$ cat src/rtl/fpscr_pkg.sv
package fpscr_pkg;

    localparam int WORD_W   = 32;
    localparam int RND_W    = 3;
    localparam int MODE_W   = 2;
    localparam int EXC_N    = 5;
    localparam int COND_W   = 4;

    localparam int RND_LSB  = 0;
    localparam int TRAP_LSB = 5;
    localparam int FLAG_LSB = 10;
    localparam int COND_LSB = 28;

    localparam int NUM_SUPPORTED = 4;

    typedef enum logic [MODE_W-1:0] {
        RND_NEAREST = 2'd0,
        RND_ZERO    = 2'd1,
        RND_POS     = 2'd2,
        RND_NEG     = 2'd3
    } round_t;

    typedef struct packed {
        logic [COND_W-1:0] cond;
        logic [EXC_N-1:0]  trap;
        logic [RND_W-1:0]  rnd;
    } ctrl_fields_t;

    function automatic logic [WORD_W-1:0] field_mask(input int lsb, input int width);
        logic [WORD_W-1:0] m;
        m = '0;
        for (int i = 0; i < width; i++) begin
            m[lsb+i] = 1'b1;
        end
        return m;
    endfunction

    function automatic logic [WORD_W-1:0] writable_mask();
        return field_mask(RND_LSB, RND_W) | field_mask(TRAP_LSB, EXC_N)
             | field_mask(COND_LSB, COND_W);
    endfunction

    function automatic logic code_supported(input logic [RND_W-1:0] code);
        return int'(code) < NUM_SUPPORTED;
    endfunction

    function automatic round_t code_to_mode(input logic [RND_W-1:0] code);
        round_t m;
        case (code)
            3'd0:    m = RND_NEAREST;
            3'd1:    m = RND_ZERO;
            3'd2:    m = RND_POS;
            3'd3:    m = RND_NEG;
            default: m = RND_NEAREST;
        endcase
        return m;
    endfunction

    function automatic ctrl_fields_t unpack_word(input logic [WORD_W-1:0] w);
        ctrl_fields_t f;
        f.rnd  = w[RND_LSB +: RND_W];
        f.trap = w[TRAP_LSB +: EXC_N];
        f.cond = w[COND_LSB +: COND_W];
        return f;
    endfunction

    function automatic logic [WORD_W-1:0] pack_word(input ctrl_fields_t f,
                                                   input logic [EXC_N-1:0] flags);
        logic [WORD_W-1:0] w;
        w = '0;
        w[RND_LSB +: RND_W]   = f.rnd;
        w[TRAP_LSB +: EXC_N]  = f.trap;
        w[COND_LSB +: COND_W] = f.cond;
        w[FLAG_LSB +: EXC_N]  = flags;
        return w;
    endfunction

endpackage

$ cat src/rtl/fpscr_field_store.sv
module fpscr_field_store
    import fpscr_pkg::*;
(
    input  logic              clk,
    input  logic              rst,
    input  logic              wr_en,
    input  logic [WORD_W-1:0] wr_data,
    output ctrl_fields_t      fields
);

    localparam logic [WORD_W-1:0] WMASK = writable_mask();

    ctrl_fields_t fields_q;

    always_ff @(posedge clk) begin
        if (rst) begin
            fields_q <= '0;
        end else if (wr_en) begin
            fields_q <= unpack_word(wr_data & WMASK);
        end
    end

    assign fields = fields_q;

    AST_STORE_HOLD: assert property (@(posedge clk) disable iff (rst)
        !$past(wr_en) |-> $stable(fields_q)) else $error("store changed without write");

endmodule

$ cat src/rtl/fpscr_round_ctl.sv
module fpscr_round_ctl
    import fpscr_pkg::*;
(
    input  logic             clk,
    input  logic             rst,
    input  logic             wr_en,
    input  logic [RND_W-1:0] new_code,
    input  logic [RND_W-1:0] old_code,
    output round_t           mode,
    output logic             err
);

    round_t mode_q;
    logic   err_q;
    logic   changed;
    logic   legal;

    always_comb begin
        changed = wr_en && (new_code != old_code);
        legal   = code_supported(new_code);
    end

    always_ff @(posedge clk) begin
        if (rst) begin
            mode_q <= RND_NEAREST;
            err_q  <= 1'b0;
        end else begin
            err_q <= changed && !legal;
            if (changed && legal) begin
                mode_q <= code_to_mode(new_code);
            end
        end
    end

    assign mode = mode_q;
    assign err  = err_q;

    AST_MODE_HOLD: assert property (@(posedge clk) disable iff (rst)
        !$past(wr_en) |-> $stable(mode_q)) else $error("mode moved without write");
    AST_ERR_CAUSE: assert property (@(posedge clk) disable iff (rst)
        err_q |-> ($past(wr_en) && $past(new_code) >= 3'd4)) else $error("spurious error");
    AST_ERR_KEEPS_MODE: assert property (@(posedge clk) disable iff (rst)
        err_q |-> $stable(mode_q)) else $error("mode moved on bad code");
    AST_SAME_CODE_QUIET: assert property (@(posedge clk) disable iff (rst)
        (wr_en && new_code == old_code) |=> (!err_q && $stable(mode_q))) else $error("same code acted");

endmodule

$ cat src/rtl/fpscr_sticky.sv
module fpscr_sticky
    import fpscr_pkg::*;
(
    input  logic             clk,
    input  logic             rst,
    input  logic             wr_en,
    input  logic [EXC_N-1:0] seed,
    input  logic [EXC_N-1:0] exc_set,
    output logic [EXC_N-1:0] flags
);

    logic [EXC_N-1:0] flags_q;

    for (genvar i = 0; i < EXC_N; i++) begin : g_flag
        always_ff @(posedge clk) begin
            if (rst) begin
                flags_q[i] <= 1'b0;
            end else if (wr_en) begin
                flags_q[i] <= seed[i];
            end else if (exc_set[i]) begin
                flags_q[i] <= 1'b1;
            end
        end
    end

    assign flags = flags_q;

    AST_STICKY_KEEP: assert property (@(posedge clk) disable iff (rst)
        !$past(wr_en) |-> ((flags_q & $past(flags_q)) == $past(flags_q))) else $error("flag cleared");
    AST_WRITE_SEED: assert property (@(posedge clk) disable iff (rst)
        $past(wr_en) |-> (flags_q == $past(seed))) else $error("seed not taken");

endmodule

$ cat src/rtl/fpscr_top.sv
module fpscr_top
    import fpscr_pkg::*;
(
    input  logic              clk,
    input  logic              rst,
    input  logic              wr_en,
    input  logic [31:0]       wr_data,
    input  logic [4:0]        exc_set,
    output logic [31:0]       rd_data,
    output logic [1:0]        round_mode,
    output logic              round_err
);

    ctrl_fields_t     fields;
    logic [EXC_N-1:0] flags;
    round_t           mode;

    fpscr_field_store u_store (
        .clk     (clk),
        .rst     (rst),
        .wr_en   (wr_en),
        .wr_data (wr_data),
        .fields  (fields)
    );

    fpscr_round_ctl u_round (
        .clk      (clk),
        .rst      (rst),
        .wr_en    (wr_en),
        .new_code (wr_data[RND_LSB +: RND_W]),
        .old_code (fields.rnd),
        .mode     (mode),
        .err      (round_err)
    );

    fpscr_sticky u_sticky (
        .clk     (clk),
        .rst     (rst),
        .wr_en   (wr_en),
        .seed    (wr_data[TRAP_LSB +: EXC_N]),
        .exc_set (exc_set),
        .flags   (flags)
    );

    assign rd_data    = pack_word(fields, flags);
    assign round_mode = mode;

    AST_GAP_ZERO: assert property (@(posedge clk) disable iff (rst)
        (rd_data[4:3] == 2'b00) && (rd_data[27:15] == '0)) else $error("reserved bits set");
    AST_READ_AFTER_WRITE: assert property (@(posedge clk) disable iff (rst)
        wr_en |=> (rd_data[31:28] == $past(wr_data[31:28]) && rd_data[9:0] == ($past(wr_data[9:0]) & 10'h3E7))) else $error("read mismatch");

endmodule

$ cat config.mk
export PLATFORM = sky130hd
export DESIGN_NAME = fpscr_top
export DESIGN_NICKNAME = d
export VERILOG_FILES = /design/src/rtl/fpscr_pkg.sv /design/src/rtl/fpscr_field_store.sv /design/src/rtl/fpscr_round_ctl.sv /design/src/rtl/fpscr_sticky.sv /design/src/rtl/fpscr_top.sv
export SDC_FILE = /design/constraint.sdc
export NUM_CORES = 1
export LEC_CHECK = 0
export CORE_MARGIN = 4
export CORE_UTILIZATION = 34
export CTS_BUF_LIST = sky130_fd_sc_hd__clkbuf_4
export CTS_CLUSTER_SIZE = 8
export DETAILED_ROUTE_END_ITERATION = 8
export HOLD_SLACK_MARGIN = 0.05
export PLACE_DENSITY = 0.78
export SYNTH_ARGS = -nofsm -noshare
export SYNTH_HDL_FRONTEND = slang
export SYNTH_HIERARCHICAL = 1
export SYNTH_SLANG_ARGS = --single-unit
$ cat constraint.sdc
create_clock -name clk -period 1.18 [get_ports clk]
set_input_delay 0.295 -clock clk [delete_from_list [all_inputs] [get_ports clk]]
set_output_delay 0.295 -clock clk [all_outputs]
set_load 0.02 [all_outputs]
[Word level (Yosys, flattened, before mapping)]
Index checks and enable logic that the tools add are counted.
Cells by class
  multiplexer cells: 11
  order comparisons: 1
  equal/unequal tests: 4
  reduce and logical (&&, ||, !) cells: 9
Operators with widths (number)
  1-bit two-way mux: 10
  2-bit nonzero test: 5
  3-bit by 2-bit equality test with 1-bit output (second input constant): 2
  2-bit case mux with 3 select lines: 1
  3-bit by 1-bit equality test with 1-bit output (second input constant): 1
  1-bit logical AND: 3
  3-bit < comparator (second input constant): 1
  3-bit inequality test: 1
  1-bit zero test: 1
Word-level totals
  input port bits: 40
  logic and storage cells: 35
  output and inout bits: 35
  flip-flop bits (word level): 20

[Depth between registers and ports, before layout]
Gate-level depths: netlist of the first run.
  depth in word-level cells: 3
  gate-level depth with buffers: 3
  depth with buffers taken out: 3

[By module]
The synthesis of the first run kept the hierarchy.
Modules (own cells, without submodules)
  fpscr_field_store: sequential area each 240.2 um^2, area each 420.4 um^2, cells each 38, times used 1
  fpscr_sticky: sequential area each 100.1 um^2, area each 230.2 um^2, cells each 21, times used 1
  fpscr_round_ctl: sequential area each 60.1 um^2, area each 202.7 um^2, cells each 24, times used 1
  fpscr_top: sequential area each 0.0 um^2, area each 116.4 um^2, cells each 16, times used 1

[Least setup slack after synthesis of the first run]
No wires, ideal clock.
  kind: register to register
  start: register u_store.fields_q, in the netlist u_store/fields[0]
  end: register u_round.mode_q[1] (netlist: u_round/mode[1])
  setup slack: 34 ps
  period minus slack after synthesis: 1146 ps
  library setup time: 64 ps
  data arrival time: 1082 ps
  required time: 1116 ps
  path buffers: 0
  cell stages (with the launch flop): 4
  cell sequence: dfxtp_1 xnor2_1 a2111o_1 nand4_1
On the way
  cells in the longest elaborated chain, start to end: 3
RTL lines
  from (decl): line fpscr_field_store.sv:13  | ctrl_fields_t fields_q;
  from (signal assigned): line fpscr_field_store.sv:19  | fields_q <= unpack_word(wr_data & WMASK);
  3-bit inequality test: line fpscr_round_ctl.sv:19  | changed = wr_en && (new_code != old_code);
  1-bit logical AND: line fpscr_round_ctl.sv:19
  1-bit logical AND: line fpscr_round_ctl.sv:29  | if (changed && legal) begin
  to (signal assigned): line fpscr_round_ctl.sv:30  | mode_q <= code_to_mode(new_code);
  to (decl): line fpscr_round_ctl.sv:13  | round_t mode_q;
No other way between the ends.
A chain may end at the register's enable or synchronous reset.

[Worst setup path in the final report of the first run]
  start: register u_store.fields_q, in the netlist u_store/fields[6]
  end: output port rd_data[8]
RTL lines
  to (decl): line fpscr_top.sv:9  | output logic [31:0] rd_data,
No word-level cell between the ends.

==> results of run 1 <==
[power by group through the flow]
stage	registers (uW)	clock network, uW	logic [uW]
global route	745	385	425
detailed placement	758	0	438
finish	740	334	393
CTS	741	351	396
global placement	755	0	429
floorplan	815	0	188
[worst paths after layout]
check	to	from	slack (ns)	cells after the start
min reg2reg	u_store/fields[11]	u_store/fields[11]	0.51	2
max reg2reg	u_round/mode[1]	u_store/fields[0]	0.07	4
min	u_store/fields[0]	wr_data[0]	0.34	3
max	rd_data[8]	u_store/fields[6]	0.05	1
[through the flow]
stage               power [uW]  hold slack, ns
floorplan                 1000           0.367
global placement          1180           0.472
detailed placement        1200           0.491
CTS                       1490           0.385
global route              1560           0.371
finish                    1470           0.342
[state kept, by name (all words and copies together) (netlist names)]
| signal | flops |
|---|---|
| u_store/fields | 12 |
| u_round/mode | 2 |
| u_sticky/flags | 5 |
| u_round/err | 1 |
[repair_timing]
item,4_1_cts,5_1_grt
buffers inserted,0,0
pin swaps,0,2
resized for setup,84,3
setup endpoints to repair,23,2
[layer usage]
layer	vias up	GRT usage, %	part of all wire [%]
met3	6	3.98	11
li1	412	-	-
met1	377	14.1	38
met2	44	21.0	49
met5	-	0	0
met4	0	6.36	2.0
[cells by family after synthesis]
logic type / count (synthesis) / synth area share, %
AND/OR/NAND/NOR: 41 / 25.8
flip-flops: 20 / 41.3
buffers and inverters: 20 / 15.1
multiplexers: 12 / 12.4
AO/OA/AOI/OAI: 3 / 3.23
XOR/XNOR: 2 / 1.81
other: 1 / 0.387
[cell type report]
class	count	area, sq um
Tap cell	31	38.8
Sequential cell	20	402
Fill cell	266	1380
Clock inverter	1	3.75
Inverter	2	7.51
Clock buffer	3	22.5
Multi-Input combinational cell	73	480
Timing Repair Buffer	53	397
[cell usage after synthesis, types with 3 or more instances]
library cell / count
nor2b_4: 5
nor2_1: 12
nand2_1: 3
buf_4: 15
mux2i_1: 12
nor3_1: 10
dfxtp_1: 20
==> impl_metrics.json, run 1 <==
{
  "status": "finished clean",
  "hold_violations": 0,
  "crit_buf_inv": 1,
  "pre_cts_ws_ns": -0.394,
  "required_ns": 0.88,
  "period_needed_ns": 1.13,
  "utilization_pct": 49.4,
  "cts_tree": "built",
  "drv_cap": 0,
  "start_util_pct": 35.5,
  "synth_edf_count": 0,
  "grt_pass1_vias": 827,
  "antenna_found_initial": 0,
  "cts.sinks": 20,
  "first_pass_iters": 3,
  "p_leak_uw": 0.000683,
  "layout_common_cells": "20 x buf_2, 19 x dfxtp_1, 15 x conb_1",
  "drtAntennaViolNets": 0,
  "yosysTopAreaCellShare_pct": 41.3,
  "rsz0062_at_grt": "false",
  "nNetsFinal": 193,
  "cts_root_buffer": "clkbuf_4",
  "clkPwrFrac_pct": 22.8,
  "pwr-share-seq_pct": 50.4,
  "final_common_cell": "buf_2",
  "path_clk_slew_ns": 0.12,
  "p_per_area_nw_per_um2": 1090,
  "combPwrFrac_pct": 26.8,
  "setup_violations": 0,
  "finish.instance_area_sq_um": 1350,
  "seq_area_frac_synth_pct": 41.3,
  "max_freq_mhz": 887,
  "n_antenna_cell": 0,
  "grt_pass1_wl_um": 3510,
  "vdd_drop_max_mv": 0.759,
  "grt_max_degree": 20,
  "slew_violations": 0,
  "intPower_uw": 1020,
  "final.setup_skew_ns": 0.00502,
  "crit_chain": "buf_2",
  "rows": 19,
  "netSwitchingFraction_pct": 30.4,
  "wirelength_um": 2210,
  "syn_avg_cell_area_sq_um": 9.79,
  "crit_fanout": 2,
  "die-area_sq_um": 3770,
  "grt-ovfl-total": 0,
  "clk_latency_ns": 0.30,
  "ys_ff_latch": 20,
  "port_buffers": 39,
  "cts_buffer_depth": 2,
  "hold_path.class": "input pin to flop",
  "io_pins": 75,
  "stdcell_count": 183,
  "critPathArrivalTime_ns": 0.83,
  "drive_gt1_share_pct": 29.6,
  "syn2layout_area_growth_pct": 39.4,
  "cts_buffers": 3,
  "cts_htree_levels": 1,
  "fin_crit_sh_pct": 95.6,
  "vias": 839,
  "setup_ws_ns": 0.0524,
  "syn_area_sq_um": 970,
  "fp.dieH_um": 61.4,
  "core_area_sq_um": 2730,
  "finalWeightedCongestion": 0.829,
  "yosysTopAreaCell": "dfxtp_1",
  "async_flop_share_pct": 0,
  "dpl_cell_area_sq_um": 1420,
  "worstSetupEndpointType": "output pin",
  "synthTopCellsByArea": "dfxtp_1 41%, mux2i_1 12%, buf_4 12%",
  "grt_use_total_pct": 12.5,
  "critPathSlowestCell": "dfxtp_1",
  "p_sw_uw": 446,
  "dr.first_iter.drc_count": 7,
  "synthDistinctLibCells": 21,
  "slowest_delay_ns": 0.36,
  "drc": 0,
  "wire_per_inst_um": 12.1,
  "criticalPathCategory": "flop to output pin",
  "setup_tns_ns": 0,
  "dp_cells": 179,
  "netlist_instances": 99,
  "postCtsHoldBufs": 0,
  "setup.worst_path.start_class": "flop",
  "ys.flop_type": "dfxtp_1",
  "yosys_warnings": 6,
  "hpwl_um": 1810,
  "crit_family": "flip-flops",
  "fp.dieW_um": 61.4,
  "viasPerCell": 4.58
}
(Power assumes the default switching activity.)
==> inputs of run 2 (changes only) <==
--- a/config.mk
+++ b/config.mk
@@ -5,7 +5,7 @@
 export SDC_FILE = /design/constraint.sdc
 export NUM_CORES = 1
 export LEC_CHECK = 0
-export CORE_MARGIN = 4
+export CORE_MARGIN = 2
 export CORE_UTILIZATION = 34
 export CTS_BUF_LIST = sky130_fd_sc_hd__clkbuf_4
 export CTS_CLUSTER_SIZE = 8
==> constraint.sdc (replaced) <==
create_clock -name clk -period 1.1 [get_ports clk]
set_input_delay 0.275 -clock clk [delete_from_list [all_inputs] [get_ports clk]]
set_output_delay 0.275 -clock clk [all_outputs]
set_load 0.02 [all_outputs]
==> impl_metrics.json, run 2 (synthesis gave the netlist of run 1 again) <==
{
  "clkPwrFrac_pct": 21.5,
  "finish.instance_area_sq_um": 1480,
  "fp.dieH_um": 57.4,
  "worstSetupEndpointType": "flop",
  "hold_violations": 0,
  "path_clk_slew_ns": 0.11,
  "rows": 19,
  "first_pass_iters": 3,
  "cts_buffers": 3,
  "grt_use_total_pct": 14.2,
  "nNetsFinal": 196,
  "crit_chain": "buf_6 > nand2_1 > or3_2 > nand4_1",
  "clk_latency_ns": 0.30,
  "cts_root_buffer": "clkbuf_4",
  "hold_path.class": "input pin to flop",
  "drive_gt1_share_pct": 43.2,
  "antenna_found_initial": 0,
  "critPathArrivalTime_ns": 1.34,
  "stdcell_count": 186,
  "cts_tree": "built",
  "multi_input_area_sq_um": 505,
  "grt_pass1_vias": 921,
  "required_ns": 1.35,
  "setup_tns_ns": 0,
  "fill_cells": 244,
  "largest_reg_flops": 12,
  "viasPerCell": 4.67,
  "start_util_pct": 35.5,
  "cts_buffer_depth": 2,
  "syn2layout_area_growth_pct": 52.6,
  "crit_fanout": 6,
  "vdd_drop_max_mv": 0.861,
  "critPathSlowestCell": "or3_2",
  "max_freq_mhz": 913,
  "finalWeightedCongestion": 0.825,
  "drc": 0,
  "seq_area_sq_um": 423,
  "setup_ws_ns": 0.00440,
  "combPwrFrac_pct": 29.1,
  "drv_cap": 0,
  "crit_buf_inv": 1,
  "die-area_sq_um": 3300,
  "dr.first_iter.drc_count": 7,
  "criticalPathCategory": "flop to flop",
  "n_antenna_cell": 0,
  "pwr-share-seq_pct": 49.4,
  "period_needed_ns": 1.10,
  "hpwl_um": 1830,
  "dpl_cell_area_sq_um": 1430,
  "rsz0062_at_grt": "true",
  "setup.worst_path.start_class": "flop",
  "status": "finished clean",
  "layout_common_cells": "29 x buf_4, 18 x dfxtp_2, 15 x conb_1",
  "dp_cells": 180,
  "grt_pass1_wl_um": 3610,
  "wirelength_um": 2250,
  "port_buffers": 39,
  "grt-ovfl-total": 0,
  "intPower_uw": 1150,
  "core_area_sq_um": 2730,
  "whs_ns": 0.473,
  "p_sw_uw": 487,
  "netSwitchingFraction_pct": 29.8,
  "fp.dieW_um": 57.4,
  "p_per_area_nw_per_um2": 1100,
  "p_leak_uw": 0.000705,
  "fin_crit_sh_pct": 99.6,
  "final.setup_skew_ns": 0.00450,
  "setup_violations": 0,
  "wire_per_inst_um": 12.1,
  "grt_max_degree": 20,
  "vias": 868,
  "io_pins": 75,
  "slowest_delay_ns": 0.41,
  "cts_htree_levels": 1,
  "drtAntennaViolNets": 0,
  "pre_cts_ws_ns": -0.420,
  "crit_family": "simple AND/OR/NAND/NOR gates",
  "slew_violations": 0,
  "cts.sinks": 20,
  "final_common_cell": "buf_4"
}
## run 2: tightest hold or removal path: cells and delay by family
family        cells  cell delay (ns)
buf+inv           2             0.33
simple gates      1             0.07
mux               1             0.06
## run 2: final timing paths
check | startpoint | to | slack (ns) | cells past startpoint
setup reg to reg | u_store/fields[2] | u_round/mode[1] | 0.004 | 4
setup / recovery | u_store/fields[2] | u_round/mode[1] | 0.004 | 4
hold / removal | wr_data[2] | u_store/fields[2] | 0.47 | 4
hold reg to reg | u_store/fields[3] | u_store/fields[3] | 0.50 | 2
## run 2: power groups by stage
stage / clock network, uW / logic [uW] / registers [uW]
global route: 404 / 509 / 814
CTS: 371 / 444 / 800
detailed placement: 0 / 473 / 815
global placement: 0 / 461 / 810
floorplan: 0 / 202 / 875
finish: 351 / 476 / 807
## run 2: layout make-up
| class | instances | area share (%) |
|---|---|---|
| Multi-Input combinational cell | 73 | 34.2 |
| Timing Repair Buffer | 56 | 32.4 |
| Sequential cell | 20 | 28.6 |
| Tap cell | 31 | 2.62 |
| Clock buffer | 3 | 1.52 |
| Inverter | 2 | 0.507 |
| Clock inverter | 1 | 0.254 |
## run 2: repair_timing
action                     in CTS  in global routing
gates resized for setup       101                 28
pin swaps                       2                  1
hold buffers                    0                  0
setup endpoints to repair      37                 22
buffers inserted                0                  2
## run 2: routing by layer
| layer | global-route usage, % | wire length, um |
|---|---|---|
| met1 | 12.6 | 793 |
| met2 | 27.4 | 1230 |
| met3 | 5.22 | 191 |
| met4 | 7.31 | 25 |
| met5 | 0 | 0 |
## run 2: stage by stage
stage          total power [uW]  utilization, %
2_1_floorplan              1080               -
3_3_place_gp               1270            52.2
3_5_place_dp               1290            52.2
4_1_cts                    1620            50.8
5_1_grt                    1730            54.1
6_report                   1630            54.1
==> inputs of run 3 (changes only) <==
--- a/config.mk
+++ b/config.mk
@@ -8,6 +8,7 @@
 export CORE_MARGIN = 2
 export CORE_UTILIZATION = 34
 export CTS_BUF_LIST = sky130_fd_sc_hd__clkbuf_4
+export CTS_CLUSTER_DIAMETER = 200
 export CTS_CLUSTER_SIZE = 8
 export DETAILED_ROUTE_END_ITERATION = 8
 export HOLD_SLACK_MARGIN = 0.05
==> results of run 3 <==
The final DEF is identical to that of run 2; final timing and power are the same.
